$ cat config.mk
export PLATFORM = sky130hd
export DESIGN_NAME = lane_rate_switch_ctrl
export DESIGN_NICKNAME = d
export VERILOG_FILES = /design/src/rtl/lrs_pkg.sv /design/src/rtl/lrs_edge_detect.sv /design/src/rtl/lrs_request_latch.sv /design/src/rtl/lrs_wait_timer.sv /design/src/rtl/lrs_fsm.sv /design/src/rtl/lane_rate_switch_ctrl.sv
export SDC_FILE = /design/constraint.sdc
export NUM_CORES = 1
export LEC_CHECK = 0
export BUFFER_PORTS_ARGS = -buffer_cell sky130_fd_sc_hd__buf_2
export CORE_MARGIN = 1
export CORE_UTILIZATION = 55
export CTS_CLUSTER_SIZE = 24
export DETAILED_ROUTE_END_ITERATION = 10
export PLACE_DENSITY = 0.87
export SYNTH_ARGS = -nofsm -noshare
export SYNTH_HDL_FRONTEND = slang
export SYNTH_SLANG_ARGS = --single-unit
$ cat constraint.sdc
create_clock -name clk -period 4.8 [get_ports clk]
set_clock_uncertainty 0.2 [all_clocks]
set_input_delay 0.96 -clock clk [delete_from_list [all_inputs] [get_ports clk]]
set_output_delay 0.96 -clock clk [all_outputs]
set_load 0.02 [all_outputs]
$ cat src/rtl/lrs_pkg.sv
package lrs_pkg;

  typedef enum logic [1:0] {
    ST_IDLE   = 2'd0,
    ST_SWITCH = 2'd1,
    ST_WAIT   = 2'd2,
    ST_STATUS = 2'd3
  } lrs_state_e;

  // The level to aim for: a fresh edge wins over the held request.
  function automatic logic pick_target(input logic edge_seen,
                                       input logic new_level,
                                       input logic held_level);
    return edge_seen ? new_level : held_level;
  endfunction

  // A switch is needed when the aimed level differs from the driven rate.
  function automatic logic needs_switch(input logic target,
                                        input logic current);
    return target != current;
  endfunction

endpackage

$ cat src/rtl/lrs_edge_detect.sv
module lrs_edge_detect (
  input  logic clk,
  input  logic rst_n,
  input  logic level_i,
  output logic edge_o
);
  logic level_q;
  logic primed_q;

  always_ff @(posedge clk) begin
    if (!rst_n) begin
      level_q  <= 1'b0;
      primed_q <= 1'b0;
    end else begin
      level_q  <= level_i;
      primed_q <= 1'b1;
    end
  end

  // The first cycle after reset has no valid previous sample.
  assign edge_o = primed_q && (level_i != level_q);

endmodule

$ cat src/rtl/lrs_request_latch.sv
module lrs_request_latch
  import lrs_pkg::*;
(
  input  logic clk,
  input  logic rst_n,
  input  logic edge_i,
  input  logic level_i,
  output logic target_o
);
  logic held_q;

  always_ff @(posedge clk) begin
    if (!rst_n) begin
      held_q <= 1'b0;
    end else if (edge_i) begin
      held_q <= level_i;
    end
  end

  assign target_o = pick_target(edge_i, level_i, held_q);

endmodule

$ cat src/rtl/lrs_wait_timer.sv
module lrs_wait_timer #(
  parameter int unsigned LIMIT = 4096
) (
  input  logic clk,
  input  logic rst_n,
  input  logic run_i,
  output logic expire_o
);
  localparam int unsigned CNT_W = (LIMIT > 1) ? $clog2(LIMIT) : 1;
  localparam logic [CNT_W-1:0] LAST = CNT_W'(LIMIT - 1);

  logic [CNT_W-1:0] cnt_q;

  always_ff @(posedge clk) begin
    if (!rst_n || !run_i) begin
      cnt_q <= '0;
    end else if (cnt_q != LAST) begin
      cnt_q <= cnt_q + 1'b1;
    end
  end

  assign expire_o = run_i && (cnt_q == LAST);

endmodule

$ cat src/rtl/lrs_fsm.sv
module lrs_fsm
  import lrs_pkg::*;
(
  input  logic clk,
  input  logic rst_n,
  input  logic target_i,
  input  logic done_i,
  input  logic expire_i,
  output logic rate_o,
  output logic fifo_rst_o,
  output logic status_o,
  output logic waiting_o,
  output logic err_o
);
  lrs_state_e state_q;
  logic       rate_q;
  logic       err_q;
  logic       want_switch;

  assign want_switch = needs_switch(target_i, rate_q);

  always_ff @(posedge clk) begin
    if (!rst_n) begin
      state_q <= ST_IDLE;
      rate_q  <= 1'b0;
      err_q   <= 1'b0;
    end else begin
      case (state_q)
        ST_IDLE: begin
          if (want_switch) begin
            state_q <= ST_SWITCH;
            rate_q  <= target_i;
          end
        end
        ST_SWITCH: state_q <= ST_WAIT;
        ST_WAIT: begin
          if (done_i) begin
            state_q <= ST_STATUS;
          end else if (expire_i) begin
            state_q <= ST_STATUS;
            err_q   <= 1'b1;
          end
        end
        ST_STATUS: begin
          if (want_switch) begin
            state_q <= ST_SWITCH;
            rate_q  <= target_i;
          end else begin
            state_q <= ST_IDLE;
          end
        end
        default: state_q <= ST_IDLE;
      endcase
    end
  end

  assign rate_o     = rate_q;
  assign err_o      = err_q;
  assign fifo_rst_o = (state_q != ST_IDLE);
  assign status_o   = (state_q == ST_STATUS);
  assign waiting_o  = (state_q == ST_WAIT);

endmodule

$ cat src/rtl/lane_rate_switch_ctrl.sv
module lane_rate_switch_ctrl #(
  parameter int unsigned TIMEOUT_CYCLES = 4096
) (
  input  logic clk,
  input  logic rst_n,
  input  logic rate_sel_i,
  input  logic switch_done_i,
  output logic rate_ctrl_o,
  output logic tx_fifo_rst_o,
  output logic rx_fifo_rst_o,
  output logic phy_status_o,
  output logic timeout_err_o
);
  // Named internal events, visible to the bound checker.
  logic rate_edge;
  logic rate_target;
  logic wait_active;
  logic wait_expire;
  logic fifo_rst;

  lrs_edge_detect u_edge (
    .clk    (clk),
    .rst_n  (rst_n),
    .level_i(rate_sel_i),
    .edge_o (rate_edge)
  );

  lrs_request_latch u_req (
    .clk     (clk),
    .rst_n   (rst_n),
    .edge_i  (rate_edge),
    .level_i (rate_sel_i),
    .target_o(rate_target)
  );

  lrs_wait_timer #(.LIMIT(TIMEOUT_CYCLES)) u_timer (
    .clk     (clk),
    .rst_n   (rst_n),
    .run_i   (wait_active),
    .expire_o(wait_expire)
  );

  lrs_fsm u_fsm (
    .clk       (clk),
    .rst_n     (rst_n),
    .target_i  (rate_target),
    .done_i    (switch_done_i),
    .expire_i  (wait_expire),
    .rate_o    (rate_ctrl_o),
    .fifo_rst_o(fifo_rst),
    .status_o  (phy_status_o),
    .waiting_o (wait_active),
    .err_o     (timeout_err_o)
  );

  assign tx_fifo_rst_o = fifo_rst;
  assign rx_fifo_rst_o = fifo_rst;

endmodule

Yosys cells after proc, flatten, opt, wreduce, memory -nomap -nowiden

Cells that the tools add are included.

Muxes and demuxes: 7
$add $sub $neg: 1
Reductions and logical operators: 11
Equal/unequal tests: 9
Bitwise operators: 1

Operator list:

| kind                    | number |
|---|---|
| $add A12 B1 Y12 const B | 1 |
| $eq A12 B12 Y1 const B  | 1 |
| $ne A12 B12 Y1 const B  | 1 |
| $pmux W2 S4             | 1 |
| $mux W2                 | 3 |
| $eq A2 B2 Y1 const B    | 2 |
| $reduce_and A2 Y1       | 2 |
| $mux W1                 | 3 |
| $ne A3 B2 Y1 const B    | 1 |
| $reduce_and A3 Y1       | 1 |
| $eq A2 B1 Y1 const B    | 1 |
| $logic_and A1 B1 Y1     | 2 |
| $logic_not A1 Y1        | 2 |
| $logic_not A2 Y1        | 1 |
| $ne A1 B1 Y1            | 2 |
| $ne A2 B1 Y1 const B    | 1 |
| $reduce_bool A2 Y1      | 1 |
| $reduce_or A2 Y1        | 1 |
| $logic_or A1 B1 Y1      | 1 |
| $not A1 Y1              | 1 |

Flip-flop bits (word level): 19
Input port bits: 4

Depth between registers and ports, before layout

Gate-level depths: netlist of the first run.

Depth in word-level cells: 6
Depth in mapped cells: 7
Mapped depth without buffers: 6

Cells and area by module

From an unflattened synthesis of the first run, not the netlist that was laid out.

Cells, all modules: 100
Area, all modules: 947.2 sq um

Modules (own cells, without submodules):

| module                | sequential area each (sq um) | area an instance (sq um) | instances | cells an instance |
|---|---|---|---|---|
| lrs_wait_timer        | 240.2                        | 576.8                    | 1         | 64 |
| lrs_fsm               | 80.1                         | 256.5                    | 1         | 27 |
| lrs_edge_detect       | 40.0                         | 62.6                     | 1         | 5 |
| lrs_request_latch     | 20.0                         | 43.8                     | 1         | 3 |
| lane_rate_switch_ctrl | 0.0                          | 7.5                      | 1         | 1 |

Worst setup path after synthesis of the first run

No wires, ideal clock.

Path kind: register to output
From: register u_fsm.state_q[0]
To: output port tx_fifo_rst_o
Cell stages (with the launch flop): 5
Path slack: 2657 ps
Arrival time: 983 ps
Cells stage by stage: dfxtp_1 inv_1 ha_1 inv_1 buf_4

Word-level cells in the longest chain between the ends: 1

RTL lines:

| item                   | line                       | source |
|---|---|---|
| from (decl)            | lrs_fsm.sv:15              | `lrs_state_e state_q;` |
| from (signal assigned) | lrs_fsm.sv:24              | `state_q <= ST_IDLE;` |
| from (signal assigned) | lrs_fsm.sv:31              | `state_q <= ST_SWITCH;` |
| from (signal assigned) | lrs_fsm.sv:35              | `ST_SWITCH: state_q <= ST_WAIT;` |
| $reduce_bool A2 Y1     | lrs_fsm.sv:59              | `assign fifo_rst_o = (state_q != ST_IDLE);` |
| to (decl)              | lane_rate_switch_ctrl.sv:9 | `output logic tx_fifo_rst_o,` |

Every way passes these cells.

Final worst setup path of the first run

From: register u_fsm.state_q[0]
To: output port rx_fifo_rst_o

Word-level cells in the longest chain between the ends: 1

RTL lines:

| item               | line                        | source |
|---|---|---|
| $reduce_bool A2 Y1 | lrs_fsm.sv:59               |  |
| to (decl)          | lane_rate_switch_ctrl.sv:10 | `output logic rx_fifo_rst_o,` |

Every way passes these cells.

==> results of run 1 <==
final cells by class:
cell class	instances	area (um^2)	area share, %
clock buffers	4	26.28	2.706
repair buffers	8	40.04	4.124
well taps	16	20.02	2.062
inverters	5	18.77	1.933
flip-flops and latches	19	380.4	39.18
multi-input cells	72	485.5	50.00
worst max path at each step:
stage	startpoint	to	depth (start not counted)
final	u_fsm.state_q[0]	rx_fifo_rst_o	4
after global routing	u_fsm.state_q[0]	rx_fifo_rst_o	4
after CTS	u_fsm.state_q[0]	rx_fifo_rst_o	4
after detailed placement	rate_sel_i	u_fsm.state_q[1]	6
after global placement	rate_sel_i	u_fsm.state_q[0]	6
after floorplan	u_fsm.state_q[0]	tx_fifo_rst_o	4
critical path, stage by stage, from the launching register on:
cell	delay, ns
dfxtp_1	0.37
inv_1	0.12
ha_1	0.26
inv_1	0.07
buf_2	0.15
routing by layer:
layer,vias up,wire length [um]
met5,-,0
met4,0,24
met3,4,41
met2,10,707
met1,316,702
li1,357,-
power by group through the flow:
stage / Combinational, W / Sequential [W] / Clock (W)
floorplan: 0.000115 / 0.000189 / 0
global placement: 0.000136 / 0.000188 / 0
detailed placement: 0.000141 / 0.000189 / 0
CTS: 0.000142 / 0.000186 / 0.0000820
global route: 0.000156 / 0.000188 / 0.0000881
finish: 0.000141 / 0.000185 / 0.0000784
cell usage after synthesis (2+ instances only):
| library cell | instances |
|---|---|
| ha_1 | 5 |
| nor3_1 | 2 |
| xor2_1 | 7 |
| xnor2_1 | 3 |
| mux2i_1 | 4 |
| a21oi_1 | 6 |
| and2_1 | 2 |
| nand2_1 | 9 |
| inv_1 | 5 |
| and3_1 | 3 |
| dfxtp_1 | 19 |
| nand4_1 | 6 |
| nor2_1 | 14 |
cell families (layout without fill, tap and decap cells):
| kind of cell | after synthesis | after routing | share of synthesized area (%) |
|---|---|---|---|
| flip-flops | 19 | 19 | 42.22 |
| AND/OR/NAND/NOR | 41 | 41 | 24.17 |
| multiplexers | 4 | 4 | 4.445 |
| XOR/XNOR | 10 | 10 | 9.723 |
| buffers and inverters | 8 | 17 | 3.888 |
| AO/OA/AOI/OAI | 12 | 12 | 8.612 |
| adder cells (fa/ha/maj) | 5 | 5 | 6.944 |
registers in the layout, indices dropped and copies added, names as in the netlist:
| name | cells |
|---|---|
| u_edge.level_q | 1 |
| u_fsm.err_o | 1 |
| u_timer.cnt_q | 12 |
| u_fsm.rate_o | 1 |
| u_fsm.state_q | 2 |
| u_req.held_q | 1 |
| u_edge.primed_q | 1 |
through the flow:
| step | area [um^2] | util [%] | power (W) |
|---|---|---|---|
| finish | 970.9 | 63.71 | 0.0004046 |
| global route | 970.9 | 63.71 | 0.0004321 |
| CTS | 970.9 | 63.71 | 0.0004100 |
| detailed placement | 944.7 | 61.99 | 0.0003304 |
| global placement | 944.7 | 61.99 | 0.0003246 |
| floorplan | 900.9 | - | 0.0003037 |
==> results.ini, run 1 <==
[sta]
fmax_mhz = 412.3
rsz0062_at_grt = false
finalSetupViolCount = 0
max_slew_margin_pct = 72.03
final-hold-violation-count = 0
hold_slack_ns = 0.3017
worst_pin_slew_ns = 0.4186
maxSlewViolCount = 0
fin_ws_ns = 2.374
finalSetupTns_ns = 0
post-route-period-util_pct = 50.53
fin_crit_ns = 2.426

[worst_setup_path]
r2r_slack_ns = 2.78
crit_arrival_ns = 1.27
end_kind = output pin
path_max_fanout = 6
cp.required_ns = 3.64
r2r_start = u_timer.cnt_q[0]
worst_r2r_path_depth = 6
critPathLaunchType = flip-flop
crit_type = reg -> out
timing.rr.end = u_fsm.state_q[0]

[clocking]
clock_path_buffers = 2
cts.repair.resized = 0
hold_buffers = 0
cts_root_buffer = clkbuf_4
tritoncts = built
postCtsSetupBuffers = 0
htreeDepth = 1
clk_pin_slew_worst_paths_ns = 0.10
cts_buffers = 3
clock_latency_ns = 0.29
clock-sinks = 19

[logic_synthesis]
syn_nets = 108
synth-async-reset-ratio_pct = 0
synth_flop_cell = dfxtp_1
yosys_register_bits = 19
yosysSeqAreaShare_pct = 42.22
yosysUniqueCellTypes = 27
yosys.area.top_type = dfxtp_1
synth-edff-count = 0
synth_area_per_cell_um2 = 9.100
synthCells = 99
synth_area_leaders = dfxtp_1 42%, ha_1 6.9%, xor2_1 6.8%, nor2_1 5.8%, mux2i_1 4.4%
yosysTopAreaCellShare_pct = 42.22
netlist_area_um2 = 900.9
yosys_warnings = 0

[global_route]
first_global_vias = 588
grt_use_met1_pct = 24.80
grt_use_met2_pct = 30.15
antenna_found_initial = 0
grt.total_usage_pct = 19.39
grt_pass1_wl_um = 2573
grt.overflow.total = 0
grt-busiest-layer = met2
grt_max_degree = 13
globalRouteMet3Util_pct = 3.879

[routing]
wl_per_cell_um = 11.89
via_per_inst = 5.540
drtIter0Drc = 11
totalWireLength_um = 1474
vias = 687
drtPass1Iterations = 4
route.detailed.drc = 0
postRouteAntennaNets = 0

[placement]
dpl.hpwl_um = 1032
io_buffers = 8
gp_congestion = 0.8353
place_inst = 120
place_ws_ns = 2.556

[power]
comb_power_share_pct = 34.8
powerDensity_mw_per_mm2 = 416.7
intPower_w = 0.0002632
seqPwrFrac_pct = 45.8
p_switching_w = 0.0001414
total_leakage_power_nw = 0.4264
ir_worst_vdd_uv = 237.7
clockPowerShare_pct = 19.4
swShare_pct = 34.95

[min_path]
hold_start = u_fsm.err_o
hold_path.class = reg -> reg
whs_path_depth = 2
worstHoldEndpoint = u_fsm.err_o

[cells_and_area]
antennaDiodeCount = 0
syn2layout_area_growth_pct = 7.778
nNetsFinal = 118
mostFrequentLayoutCells = 19 x dfxtp_1, 14 x nor2_1, 9 x nand2_1, 8 x buf_2, 7 x xor2_1
mostFrequentLayoutCell = dfxtp_1
nFillCells = 133
layout-drive-gt1-share_pct = 12.04
final_cell_count_no_fill = 124

[status]
status = complete, no violations

[die]
fp.dieW_um = 42.47
die_height_um = 42.47
core_area_mm2 = 0.001524
row_count = 14
pin_count = 9
dieArea_mm2 = 0.001804
start_util_pct = 59.11

[run]
cap_viol_max_count = 0

No activity file was read; power rests on OpenSTA's default activity.
==> run 2: changes to the inputs <==
- ABC_AREA: not set -> 1
- CORE_UTILIZATION: 55 -> 51
- PLACE_DENSITY: 0.87 -> 0.85
- clock period: 4.8 -> 1.9 ns (I/O delays scaled with it)
==> results.ini, run 2 <==
[worst_setup_path]
r2r_slack_ns = 0.09
max_stage_delay_ns = 0.39
path_max_fanout = 13
cp-startpoint = u_timer.cnt_q[0]
critPathLaunchType = flip-flop
cp.required_ns = 1.89
crit_type = reg -> reg
path_cells = ha_2 > nand3_2 > nor3_4 > nand2_4 > nand2_2 > nand3_1 > nand2_1 > a21oi_1
end_kind = flip-flop
cpMaxStageDelayCell = dfxtp_1
crit_arrival_ns = 1.80
r2r_start = u_timer.cnt_q[0]

[placement]
place_ws_ns = 0.1370
dpl.hpwl_um = 1369
place_inst = 161
gp_congestion = 0.8061
io_buffers = 8

[global_route]
grt_pass1_wl_um = 2863
globalRouteMet3Util_pct = 5.952
grt.total_usage_pct = 19.29
antenna_found_initial = 0
grt_use_met2_pct = 35.14
grt_max_degree = 14
grt.overflow.total = 0
grt-busiest-layer = met2
grt_use_met1_pct = 20.44
first_global_vias = 744

[logic_synthesis]
synthCells = 130
yosys.area.top_type = dfxtp_1
synth_common_cells = 24 x inv_1, 22 x nand2_1, 19 x dfxtp_1, 13 x nand3_1, 11 x a21oi_1
yosysTopAreaCellShare_pct = 39.48
synth_flop_cell = dfxtp_1
yosysMostFrequentCell = inv_1
synth_area_leaders = dfxtp_1 39%, inv_1 9.4%, nand2_1 8.6%, nand3_1 6.8%, ha_1 6.5%
syn_nets = 139
yosys_register_bits = 19
synth_area_per_cell_um2 = 7.411
synth-async-reset-ratio_pct = 0
yosys_warnings = 0
netlist_area_um2 = 963.4
synth-edff-count = 0
yosysSeqAreaShare_pct = 39.48
yosysUniqueCellTypes = 20

[clocking]
cts_root_buffer = clkbuf_4
cts_buffers = 3
tritoncts = built
clk_pin_slew_worst_paths_ns = 0.11
clock_latency_ns = 0.30
clock_path_buffers = 2
clock-sinks = 19
htreeDepth = 1

[die]
fp.dieW_um = 45.47
dieArea_mm2 = 0.002067
pin_count = 9
die_height_um = 45.47
core_area_mm2 = 0.001745
start_util_pct = 55.20
row_count = 15

[sta]
maxSlewViolCount = 0
final-hold-violation-count = 0
finalSetupTns_ns = 0
finalSetupViolCount = 0
fin_crit_ns = 1.809
worst_pin_slew_ns = 0.2801
post-route-period-util_pct = 95.21
fmax_mhz = 552.8
fin_ws_ns = 0.09103
max_slew_margin_pct = 81.27

[routing]
wl_per_cell_um = 11.02
drtIter0Drc = 27
postRouteAntennaNets = 0
via_per_inst = 5.000
drtPass1Iterations = 4
totalWireLength_um = 1841
vias = 835
route.detailed.drc = 0

[power]
power_w = 0.001004
ir_worst_vdd_uv = 557.1
powerDensity_mw_per_mm2 = 942.2
total_leakage_power_nw = 0.5437

[cells_and_area]
layout-drive-gt1-share_pct = 16.20
final_cell_count_no_fill = 167
mostFrequentLayoutCells = 24 x inv_1, 22 x nand2_1, 17 x dfxtp_1, 13 x nand3_1, 11 x a21oi_1
regMostFlops = u_timer.cnt_q
nNetsFinal = 152
antennaDiodeCount = 0
syn2layout_area_growth_pct = 10.65
top_regs = u_timer.cnt_q (12), u_fsm.state_q (2)
mostFrequentLayoutCell = inv_1
largest_register_ffs = 12
utilization_pct = 61.08

[status]
status = complete, no violations

[min_path]
hold_path.class = in -> reg
hold_start = rate_sel_i

[run]
cap_viol_max_count = 0

## run 2: cell types whose count changed after synthesis, moves of 4 or more
cell     previous run  this run
inv_1               5        24
nand2_1             9        22
nand3_1             0        13
o21ai_0             1        10
nor2_1             14         7
nand4_1             6         0
xor2_1              7         1
a21oi_1             6        11
mux2i_1             4         0
## run 2: report_power, final
group	internal [W]	switching (W)
logic	0.000121	0.000207
clock network	0.0000785	0.000129
registers	0.000436	0.0000324
total	0.000636	0.000369
## run 2: critical path, delay by kind of cell, from the launching register on
kind	cells	cell delay, ns
and+or+nand+nor	6	0.85
DFF	1	0.39
adders and majority gates	1	0.22
AOI/OAI and AO/OA	1	0.05
## run 2: routing by layer
metal	routed length, um	up-vias	part of all wire [%]
li1	-	442	-
met1	801	379	44
met2	954	10	52
met3	55	4	3.0
met4	28	0	1.5
met5	0	-	0
## run 2: path summary, 6_finish.rpt
path	endpoint	depth (start not counted)
worst max-delay path	u_fsm.state_q[0]	8
worst min-delay path	u_edge.level_q	3
worst max register to register	u_fsm.state_q[0]	8
worst min register to register	u_timer.cnt_q[4]	2
## run 2: layout make-up
| type | count | area, um^2 |
|---|---|---|
| clock buffer | 3 | 22.52 |
| clock inverter | 1 | 5.005 |
| fill | 160 | 679.4 |
| inverter | 24 | 90.09 |
| multi-input combinational | 85 | 476.7 |
| sequential | 19 | 382.9 |
| tap | 25 | 31.28 |
| timing repair buffer | 10 | 57.56 |
## run 2: kinds of logic after synthesis
logic type                 Yosys count  share of synthesized area [%]
and+or+nand+nor                     54                          28.31
buffers and inverters               26                          11.30
AOI/OAI and AO/OA                   25                          13.51
DFF                                 19                          39.48
adders and majority gates            5                          6.494
xor gates and xnor gates             1                         0.9093
## run 2: repair_timing
action	4_1_cts	5_1_grt
buffers inserted	0	1
hold buffers	0	1
endpoints found under the hold margin	0	1
endpoints found under the setup margin	0	5
gates resized for setup	0	3
## run 2: per-stage QoR
step | hold slack (ns) | area (um^2)
2_1_floorplan | 0.2077 | 963.4
3_3_place_gp | 0.2454 | 1016
3_5_place_dp | 0.2567 | 1016
4_1_cts | 0.001702 | 1044
5_1_grt | 0.07110 | 1066
6_report | 0.06328 | 1066
